$ cat config.mk
export PLATFORM = sky130hd
export DESIGN_NAME = int_alu_core
export DESIGN_NICKNAME = d
export VERILOG_FILES = /design/src/rtl/alu_pkg.sv /design/src/rtl/alu_addsub.sv /design/src/rtl/alu_logic.sv /design/src/rtl/alu_flag_gen.sv /design/src/rtl/int_alu_core.sv
export SDC_FILE = /design/constraint.sdc
export NUM_CORES = 1
export LEC_CHECK = 0
export ABC_AREA = 1
export CAP_MARGIN = 20
export CORE_MARGIN = 1
export CORE_UTILIZATION = 45
export CTS_CLUSTER_DIAMETER = 30
export DETAILED_ROUTE_END_ITERATION = 8
export HOLD_SLACK_MARGIN = 0.12
export PLACE_DENSITY = 0.82
export SLEW_MARGIN = 40
export SYNTH_ARGS = -nofsm -noshare
export SYNTH_HDL_FRONTEND = slang
export SYNTH_SLANG_ARGS = --single-unit
$ cat constraint.sdc
create_clock -name clk -period 1.3 [get_ports clk]
set_clock_uncertainty 0.15 [all_clocks]
set_input_delay 0.325 -clock clk [delete_from_list [all_inputs] [get_ports clk]]
set_output_delay 0.325 -clock clk [all_outputs]
set_load 0.005 [all_outputs]
$ cat src/rtl/alu_pkg.sv
package alu_pkg;

  localparam int unsigned XLEN    = 32;
  localparam int unsigned NUM_SZ  = 3;
  localparam int unsigned OP_W    = 4;
  localparam int unsigned NFLAGS  = 6;

  typedef enum logic [OP_W-1:0] {
    OP_ADD = 4'd0,
    OP_ADC = 4'd1,
    OP_SUB = 4'd2,
    OP_SBB = 4'd3,
    OP_CMP = 4'd4,
    OP_INC = 4'd5,
    OP_DEC = 4'd6,
    OP_NEG = 4'd7,
    OP_AND = 4'd8,
    OP_OR  = 4'd9,
    OP_XOR = 4'd10
  } alu_op_e;

  typedef enum logic [1:0] {
    SZ_BYTE = 2'd0,
    SZ_HALF = 2'd1,
    SZ_WORD = 2'd2
  } alu_size_e;

  typedef enum logic [1:0] {
    K_ARITH = 2'd0,
    K_LOGIC = 2'd1,
    K_NONE  = 2'd2
  } alu_kind_e;

  // bit 0 carry ... bit 5 overflow
  typedef struct packed {
    logic of;
    logic sf;
    logic zf;
    logic af;
    logic pf;
    logic cf;
  } alu_flags_t;

endpackage

$ cat src/rtl/alu_addsub.sv
module alu_addsub #(
  parameter int unsigned W = 8
) (
  input  logic [W-1:0] a,
  input  logic [W-1:0] b,
  input  logic         sub,
  input  logic         ci,
  output logic [W-1:0] sum,
  output logic         cf,
  output logic         af,
  output logic         ovf
);

  logic [W-1:0] bx;
  logic [W:0]   full;
  logic [W-1:0] low;
  logic [W-1:0] nib_x;
  logic         c_top;
  logic         c_msb;

  always_comb begin
    bx    = sub ? ~b : b;
    full  = {1'b0, a} + {1'b0, bx} + {{W{1'b0}}, ci};
    low   = {1'b0, a[W-2:0]} + {1'b0, bx[W-2:0]} + {{(W-1){1'b0}}, ci};
    c_msb = low[W-1];
    c_top = full[W];
    sum   = full[W-1:0];
    nib_x = a ^ bx ^ full[W-1:0];
    // a borrow is the inverted carry of the complemented addend
    cf    = c_top ^ sub;
    af    = nib_x[4] ^ sub;
    ovf   = c_msb ^ c_top;
  end

endmodule

$ cat src/rtl/alu_logic.sv
module alu_logic #(
  parameter int unsigned DW = 32
) (
  input  logic [DW-1:0] a,
  input  logic [DW-1:0] b,
  input  logic [1:0]    sel,
  output logic [DW-1:0] y
);

  always_comb begin
    unique case (sel)
      2'd0:    y = a & b;
      2'd1:    y = a | b;
      default: y = a ^ b;
    endcase
  end

endmodule

$ cat src/rtl/alu_flag_gen.sv
module alu_flag_gen
  import alu_pkg::*;
#(
  parameter int unsigned DW = XLEN
) (
  input  logic [DW-1:0]  raw,
  input  logic [1:0]     size,
  input  alu_kind_e      kind,
  input  logic           cf_arith,
  input  logic           af_arith,
  input  logic           of_arith,
  input  logic           keep_cf,
  input  logic           cf_prev,
  output logic [DW-1:0]  res,
  output alu_flags_t     flags
);

  logic [DW-1:0] mask;
  logic          top_bit;

  always_comb begin
    unique case (size)
      SZ_BYTE: begin mask = DW'(8'hFF);    top_bit = raw[7];    end
      SZ_HALF: begin mask = DW'(16'hFFFF); top_bit = raw[15];   end
      default: begin mask = '1;            top_bit = raw[DW-1]; end
    endcase
  end

  always_comb begin
    flags = '0;
    res   = '0;
    if (kind != K_NONE) begin
      res      = raw & mask;
      flags.zf = (res == '0);
      flags.sf = top_bit;
      flags.pf = ~^res[7:0];
      if (kind == K_ARITH) begin
        flags.cf = keep_cf ? cf_prev : cf_arith;
        flags.af = af_arith;
        flags.of = of_arith;
      end
    end
  end

endmodule

$ cat src/rtl/int_alu_core.sv
module int_alu_core
  import alu_pkg::*;
#(
  parameter int unsigned DW = XLEN
) (
  input  logic              clk,
  input  logic              rst_n,
  input  logic              in_valid,
  input  logic [OP_W-1:0]   op,
  input  logic [1:0]        size,
  input  logic [DW-1:0]     opa,
  input  logic [DW-1:0]     opb,
  input  logic              carry_in,
  output logic [DW-1:0]     res_o,
  output logic              res_we,
  output logic [NFLAGS-1:0] flags_o,
  output logic              out_valid
);

  localparam int unsigned SZ_IDX_W = $clog2(NUM_SZ);

  // reset synchronizer: assert at once, release after two edges
  logic [1:0] rst_pipe;
  logic       rst_int_n;

  always_ff @(posedge clk or negedge rst_n) begin
    if (!rst_n) rst_pipe <= 2'b00;
    else        rst_pipe <= {rst_pipe[0], 1'b1};
  end
  assign rst_int_n = rst_pipe[1];

  // operand steering
  alu_op_e       op_e;
  logic [DW-1:0] src_a, src_b;
  logic          do_sub, add_ci, keep_cf, wr_d;
  alu_kind_e     kind;
  logic [1:0]    lsel;

  assign op_e = alu_op_e'(op);

  always_comb begin
    src_a   = opa;
    src_b   = opb;
    do_sub  = 1'b0;
    add_ci  = 1'b0;
    keep_cf = 1'b0;
    wr_d    = 1'b1;
    kind    = K_ARITH;
    lsel    = 2'd0;
    unique case (op_e)
      OP_ADD: ;
      OP_ADC: add_ci = carry_in;
      OP_SUB: begin do_sub = 1'b1; add_ci = 1'b1; end
      OP_SBB: begin do_sub = 1'b1; add_ci = ~carry_in; end
      OP_CMP: begin do_sub = 1'b1; add_ci = 1'b1; wr_d = 1'b0; end
      OP_INC: begin src_b = DW'(1); keep_cf = 1'b1; end
      OP_DEC: begin src_b = DW'(1); do_sub = 1'b1; add_ci = 1'b1; keep_cf = 1'b1; end
      OP_NEG: begin src_a = '0; src_b = opa; do_sub = 1'b1; add_ci = 1'b1; end
      OP_AND: begin kind = K_LOGIC; lsel = 2'd0; end
      OP_OR:  begin kind = K_LOGIC; lsel = 2'd1; end
      OP_XOR: begin kind = K_LOGIC; lsel = 2'd2; end
      default: begin kind = K_NONE; wr_d = 1'b0; end
    endcase
  end

  // one adder per width
  logic [DW-1:0] sum_w [NUM_SZ];
  logic          cf_w  [NUM_SZ];
  logic          af_w  [NUM_SZ];
  logic          of_w  [NUM_SZ];

  for (genvar gi = 0; gi < NUM_SZ; gi++) begin : g_width
    localparam int unsigned W = 8 << gi;
    logic [W-1:0] s;
    alu_addsub #(.W(W)) u_addsub (
      .a   (src_a[W-1:0]),
      .b   (src_b[W-1:0]),
      .sub (do_sub),
      .ci  (add_ci),
      .sum (s),
      .cf  (cf_w[gi]),
      .af  (af_w[gi]),
      .ovf (of_w[gi])
    );
    assign sum_w[gi] = DW'(s);
  end

  logic [SZ_IDX_W-1:0] sz_idx;
  assign sz_idx = (size == 2'd3) ? SZ_IDX_W'(2) : SZ_IDX_W'(size);

  logic [DW-1:0] logic_y;
  alu_logic #(.DW(DW)) u_logic (
    .a   (opa),
    .b   (opb),
    .sel (lsel),
    .y   (logic_y)
  );

  logic [DW-1:0] raw;
  assign raw = (kind == K_LOGIC) ? logic_y : sum_w[sz_idx];

  logic [DW-1:0] res_d;
  alu_flags_t    flags_d;

  alu_flag_gen #(.DW(DW)) u_flags (
    .raw      (raw),
    .size     (size),
    .kind     (kind),
    .cf_arith (cf_w[sz_idx]),
    .af_arith (af_w[sz_idx]),
    .of_arith (of_w[sz_idx]),
    .keep_cf  (keep_cf),
    .cf_prev  (carry_in),
    .res      (res_d),
    .flags    (flags_d)
  );

  // next state
  logic [DW-1:0] res_q, res_nxt;
  alu_flags_t    flags_q, flags_nxt;
  logic          we_q, we_nxt, vld_q;

  always_comb begin
    res_nxt   = res_q;
    flags_nxt = flags_q;
    we_nxt    = we_q;
    if (in_valid) begin
      flags_nxt = flags_d;
      we_nxt    = wr_d;
      if (wr_d) res_nxt = res_d;
    end
  end

  always_ff @(posedge clk or negedge rst_int_n) begin
    if (!rst_int_n) begin
      res_q   <= '0;
      flags_q <= '0;
      we_q    <= 1'b0;
      vld_q   <= 1'b0;
    end else begin
      res_q   <= res_nxt;
      flags_q <= flags_nxt;
      we_q    <= we_nxt;
      vld_q   <= in_valid;
    end
  end

  assign res_o     = res_q;
  assign res_we    = we_q;
  assign flags_o   = flags_q;
  assign out_valid = vld_q;

  // checks on the registered outputs
  AST_CMP_NO_WRITE: assert property (@(posedge clk) disable iff (!rst_int_n)
    (in_valid && op_e == OP_CMP) |=> (!res_we && $stable(res_o)));

  AST_STEP_KEEPS_CARRY: assert property (@(posedge clk) disable iff (!rst_int_n)
    (in_valid && (op_e == OP_INC || op_e == OP_DEC)) |=> (flags_o[0] == $past(carry_in)));

  AST_BYTE_UPPER_CLEAR: assert property (@(posedge clk) disable iff (!rst_int_n)
    (in_valid && size == SZ_BYTE && op <= OP_XOR && op_e != OP_CMP) |=> (res_o[DW-1:8] == '0));

  AST_LOGIC_NO_CARRY: assert property (@(posedge clk) disable iff (!rst_int_n)
    (in_valid && op >= OP_AND && op <= OP_XOR) |=> (!flags_o[0] && !flags_o[5] && !flags_o[2]));

  AST_ZERO_NOT_NEG: assert property (@(posedge clk) disable iff (!rst_int_n)
    out_valid |-> !(flags_o[3] && flags_o[4]));

  AST_RESERVED_QUIET: assert property (@(posedge clk) disable iff (!rst_int_n)
    (in_valid && op > OP_XOR) |=> (flags_o == '0 && !res_we));

endmodule

==> results of run 1 <==
==> layer usage <==
layer,GRT usage (%),overflow
met1,66.90,0
met2,86.18,8
met3,48.61,0
met4,64.49,3
met5,17.65,0
==> repair_timing <==
action | in CTS
buffers inserted | 69
pin swaps | 82
gates resized for setup | 397
gates cloned | 4
hold endpoints to repair | 42
setup endpoints to repair | 79
hold buffers | 2
==> through the flow <==
step | TNS (ns) | instances | util [%] | setup slack (ns)
after floorplan | -52.90 | 1130 | - | -1.951
after global placement | -94.64 | 1641 | 69.14 | -2.898
after detailed placement | -97.94 | 1641 | 69.14 | -2.931
after CTS | -65.93 | 1715 | 77.67 | -2.051
==> cells in the mapped netlist <==
library cell	count
buf_4	1
o311ai_0	1
conb_1	1
fa_1	2
o31ai_1	1
clkinv_1	2
nor2_1	98
inv_1	196
nand3b_1	3
a22o_1	2
or2_2	1
xnor2_1	4
o221ai_1	17
or2_0	2
o22ai_1	35
buf_6	1
o31a_1	1
nand3_2	1
nand2_1	318
clkbuf_1	19
nor2_2	4
dfrtp_1	42
buf_2	12
xor2_1	43
o211ai_1	4
o21bai_1	4
o21ai_0	59
nor3_1	3
a21o_1	3
a31oi_1	2
a22oi_1	2
nor2_4	1
a21oi_1	48
inv_2	6
o2111ai_1	1
nand2_2	4
o21ai_1	10
mux2_2	1
ha_1	99
o21ai_2	1
nand4_1	6
and3_1	2
nand3_1	66
nor3_2	1
==> kinds of logic after synthesis <==
group	count (synthesis)
xor+xnor	47
other cells	1
mux	1
compound gates	191
buf+inv	237
flops	42
fa+ha+maj	101
simple gates	510
==> results.md, run 1 <==
- Clock buffer depth: 2
- Simple-gate share of the synthesized area: 30.25%
- Initial Utilization: 46.77%
- Syn nets: 1,305
- Status: stopped before the end
- Worst_ep kind: register input
- Root Buffer: clkbuf_16
- Adder-cell area share of the yosys netlist: 18.60%
- Synth Area per Inst: 6.084 sq um
- Buffers on Ports: 113
- Final HPWL DP: 21.30 mm
- Synth Warn #: 0
- Largest net degree at the start of global routing: 41
- Top cell type by total area after synthesis: ha_1
- Distinct cell type count of the synthesized netlist: 44
- IO Pins: 114
- Rows: 44
- Gate Count Post-Synth: 1,130
- GR repair worst EP: flags_o[3]$_DFFE_PN0P_/D
- XOR/XNOR Fraction of Synth Area: 5.987%
- Post-synthesis cell area: 6875 sq um
- Failed at: global routing (5_1_grt)
- CTS Buf Count: 5
- Area of placed instances: 10,160 sq um
- Register area share after synthesis: 15.29%
- Synth Area in Compound Gates: 16.34%
- Routability cong.: 0.9907
- Overflow after GRT: 11
- Largest family of logic cells by synthesized area: simple AND/OR/NAND/NOR gates
- #FFs+latches synth: 42
- Die height: 125.6 um
- Top-area cell type share of the netlist area: 18.02%
- Synth top area cells: ha_1 (18%), nand2_1 (17%), dfrtp_1 (15%), inv_1 (11%), xor2_1 (5.5%)
- Tool Error: [ERROR GRT-0232] Routing congestion too high. Check the congestion heatmap in the GUI.
- Post-synthesis mux area share: 0.1638%
- CTS H-tree depth: 2
- Die W: 125.6 um
- CTS Sinks: 42
- Total GRT Usage: 66.62%
==> inputs of run 2 (changes only) <==
--- a/config.mk
+++ b/config.mk
@@ -8,11 +8,9 @@
 export ABC_AREA = 1
 export CAP_MARGIN = 20
 export CORE_MARGIN = 1
-export CORE_UTILIZATION = 45
-export CTS_CLUSTER_DIAMETER = 30
+export CORE_UTILIZATION = 30
 export DETAILED_ROUTE_END_ITERATION = 8
-export HOLD_SLACK_MARGIN = 0.12
-export PLACE_DENSITY = 0.82
+export PLACE_DENSITY_LB_ADDON = 0.15
 export SLEW_MARGIN = 40
 export SYNTH_ARGS = -nofsm -noshare
 export SYNTH_HDL_FRONTEND = slang
==> constraint.sdc (replaced) <==
create_clock -name clk -period 1.7 [get_ports clk]
set_clock_uncertainty 0.15 [all_clocks]
set_input_delay 0.425 -clock clk [delete_from_list [all_inputs] [get_ports clk]]
set_output_delay 0.425 -clock clk [all_outputs]
set_load 0.005 [all_outputs]
==> run 2 against run 1 <==
The flow now finishes, with violations (setup timing). Synthesized cell count did not move. Area after synthesis did not move.
==> results.md, run 2 <==
- Setup TNS: -55.88 ns
- Skew-Pair Late Insertion Delay: 0.28 ns
- WP data arrival: 3.58 ns
- Initial DRC Count: 448
- Top-area cell type share of the netlist area: 18.02% (unchanged)
- Die height: 153.4 um (was 125.6 um)
- Commonest cells post-synth: nand2_1 (318), inv_1 (196), ha_1 (99), nor2_1 (98), nand3_1 (66) (unchanged)
- Vias in the first global route: 8,497
- EDFF count, synth: 0 (unchanged)
- Rel. slew slack: 63.63%
- RR Endpoint: flags_o[1]$_DFFE_PN0P_
- Adder-cell area share of the yosys netlist: 18.60% (unchanged)
- Worst flop-to-flop path startpoint: flags_o[1]$_DFFE_PN0P_
- Synth top area cells: ha_1 (18%), nand2_1 (17%), dfrtp_1 (15%), inv_1 (11%), xor2_1 (5.5%) (unchanged)
- Fin crit share: 206.6%
- Area Growth Syn to Fin: 81.91%
- Switching Power: 4.113 mW
- XOR/XNOR Fraction of Synth Area: 5.987% (unchanged)
- Overflow after GRT: 0
- Die Area: 23,530 sq um
- Top cell type by total area after synthesis: ha_1 (unchanged)
- Worst Reg-to-Reg Cells: 2
- Setup ws final: -1.813 ns
- CTS Sinks: 42 (unchanged)
- Peak VDD IR: 0.4646 mV
- Largest family of logic cells by synthesized area: simple AND/OR/NAND/NOR gates (unchanged)
- Gate Count Post-Synth: 1,130 (unchanged)
- Failing checks: setup timing
- DR pass1 iterations: 5
- Drt drc: 0
- CTS Buf Count: 5 (unchanged)
- Reg clk slew, reported paths: 0.06 ns
- Commonest non-fill, non-tap cell in the layout: buf_4
- Diodes inserted: 0
- IO Pins: 114 (unchanged)
- Final HPWL DP: 22.40 mm (was 21.30 mm)
- Syn nets: 1,305 (unchanged)
- Logic pwr share: 74.9%
- Fraction of registers with async set/reset: 100.0% (unchanged)
- Max FFs per register: 32
- Initial Utilization: 30.46% (was 46.77%)
- Final setup viols: 39
- Via count: 8,786
- Critical Path RT: 1.76 ns
- Crit start category: input port
- Root Buffer: clkbuf_16 (unchanged)
- Tightest Pin Transition: 0.5398 ns
- Total GRT Usage: 23.90%
- Kind of critical path: input port to flip-flop
- Synth Area in Compound Gates: 16.34% (unchanged)
- Post-CTS Hold Buffers: 0 (was 2)
- CTS tree: yes
- Register area share after synthesis: 15.29% (unchanged)
- Largest net degree at the start of global routing: 41
- Routability cong.: 0.9342 (was 0.9907)
- CP Max Fanout: 6
- Final hold vios: 0
- Crit end category: flip-flop
- CTS H-tree depth: 2 (unchanged)
- F_max: 284.7 MHz
- Status: finished, violations left (was stopped before the end)
- Simple-gate share of the synthesized area: 30.25% (unchanged)
- Max Cap Viol: 0
- Post-synthesis mux area share: 0.1638% (unchanged)
- Leak: 6.707 nW
- P per Cell Area: 753.2 nW/um^2
- Count leader, synth: nand2_1 (unchanged)
- Reg power frac: 14.7%
- Die W: 153.4 um (was 125.6 um)
- Unrepaired setup endpoints after global routing: true
- Switching fraction of total power: 43.66%
- Post-synthesis cell area: 6875 sq um (unchanged)
- #FFs+latches synth: 42 (unchanged)
- Synth Area per Inst: 6.084 sq um (unchanged)
- P_int: 5.308 mW
- First-pass GRT wire length: 44.53 mm
- WL per Instance: 15.92 um
- Distinct cell type count of the synthesized netlist: 44 (unchanged)
- Worst hold path class: input port to async pin
- Clk pwr share: 10.4%
- Buffers on Ports: 113 (unchanged)
- Synth Warn #: 0 (unchanged)
- Via-to-Cell Ratio: 4.827
- Pins over their slew limit: 0
- Final hold slack: 0.1473 ns
- Post-layout nets: 1,709
- Core ar.: 22,570 sq um
- Worst reg-to-reg setup slack: 0.67 ns
- Post-synth top flop: dfrtp_1 (unchanged)
- Commonest non-fill, non-tap cells in the layout: buf_4 (266), nand2_1 (213), inv_1 (172), nand2_2 (88), ha_1 (87)
- DRT Wirelength: 28.98 mm
- Final Critical Period: 3.513 ns
- ANT nets after route: 0
- Initial antenna violation count: 0
- Rows: 55 (was 44)
- Clock buffer depth: 2 (unchanged)
- Fill cells: 2,144
- Layout cells sized above 1: 41.56%
run 2: cell counts after synthesis:
Identical to the previous run, type by type.
run 2: worst max path at each step:
stage                     slack (ns)  cells after the start                      to  startpoint
after floorplan                -1.65                     20  flags_o[1]$_DFFE_PN0P_       op[2]
after global placement         -2.85                     19  flags_o[3]$_DFFE_PN0P_       op[0]
after detailed placement       -2.82                     19  flags_o[3]$_DFFE_PN0P_       op[0]
after CTS                      -1.73                     21  flags_o[3]$_DFFE_PN0P_       op[2]
after global routing           -1.97                     25  flags_o[3]$_DFFE_PN0P_       op[1]
final                          -1.81                     21  flags_o[3]$_DFFE_PN0P_       op[1]
run 2: logic make-up (layout without fill, tap and decap cells):
family                   Yosys count  in the layout
AO/OA/AOI/OAI                    191            191
XOR/XNOR                          47             47
adder cells (fa/ha/maj)          101            101
buffers and inverters            237            642
flip-flops                        42             42
multiplexers                       1              1
other                              1              1
AND/OR/NAND/NOR                  510            510
run 2: cell type report:
| class | instances | area [sq um] | area share [%] |
|---|---|---|---|
| clock buffers | 6 | 138.9 | 1.110 |
| clock inverters | 2 | 12.51 | 0.1000 |
| inverters | 204 | 793.3 | 6.343 |
| multi-input cells | 851 | 6282 | 50.23 |
| flip-flops and latches | 42 | 1051 | 8.403 |
| well taps | 285 | 356.6 | 2.851 |
| repair buffers | 429 | 3866 | 30.91 |
| repair inverters | 1 | 6.256 | 0.05002 |
run 2: worst max-delay path: stages:
cell	delay (ns)
buf_8	0.10
buf_6	0.11
nor2_4	0.10
inv_2	0.04
a22oi_2	0.22
o21ai_4	0.12
buf_12	0.15
buf_12	0.14
xor2_2	0.15
buf_4	0.14
fa_2	0.43
or2_2	0.32
a31oi_4	0.20
ha_1	0.19
and3_4	0.19
nand3_2	0.06
nor2_1	0.12
nand2_1	0.05
nor2_1	0.10
nand3_1	0.08
o21bai_1	0.13
run 2: timing repair:
action                                  4_1_cts  5_1_grt
gates cloned                                  6        0
resized for setup                           241      220
endpoints found under the setup margin       78       40
pin swaps                                    88      110
buffers inserted                             60       21
run 2: routing by layer:
layer	vias up	part of all wire [%]	GRT usage (%)
met5	-	0	0
met4	0	2.1	5.714
met3	38	3.9	1.418
met2	210	47	40.27
met1	4122	47	33.21
li1	4416	-	-
run 2: power by group through the flow:
stage	clock, mW	sequential (mW)	combinational, mW
after global routing	1.02	1.42	7.63
after global placement	0	1.42	5.29
after CTS	1.00	1.39	6.12
after floorplan	0	1.43	2.58
after detailed placement	0	1.43	5.31
final	0.979	1.39	7.05
run 2: metrics by stage:
stage               instances  total power, mW  util (%)  setup slack [ns]  area [sq um]
finish                   1820            9.421     55.41            -1.813         12510
global route             1820            10.08     55.41            -1.970         12510
CTS                      1804            8.513     51.16            -1.728         11550
detailed placement       1737            6.737     45.44            -2.815         10260
global placement         1737            6.711     45.44            -2.851         10260
floorplan                1130            4.014         -            -1.652          7046
Power figures use the tool's default switching activity.
==> inputs of run 3 (changes only) <==
--- a/config.mk
+++ b/config.mk
@@ -9,6 +9,7 @@
 export CAP_MARGIN = 20
 export CORE_MARGIN = 1
 export CORE_UTILIZATION = 30
+export CTS_CLUSTER_DIAMETER = 50
 export DETAILED_ROUTE_END_ITERATION = 8
 export PLACE_DENSITY_LB_ADDON = 0.15
 export SLEW_MARGIN = 40
==> results of run 3 <==
Same layout as run 2: the final DEF is identical, and so are final timing and power.
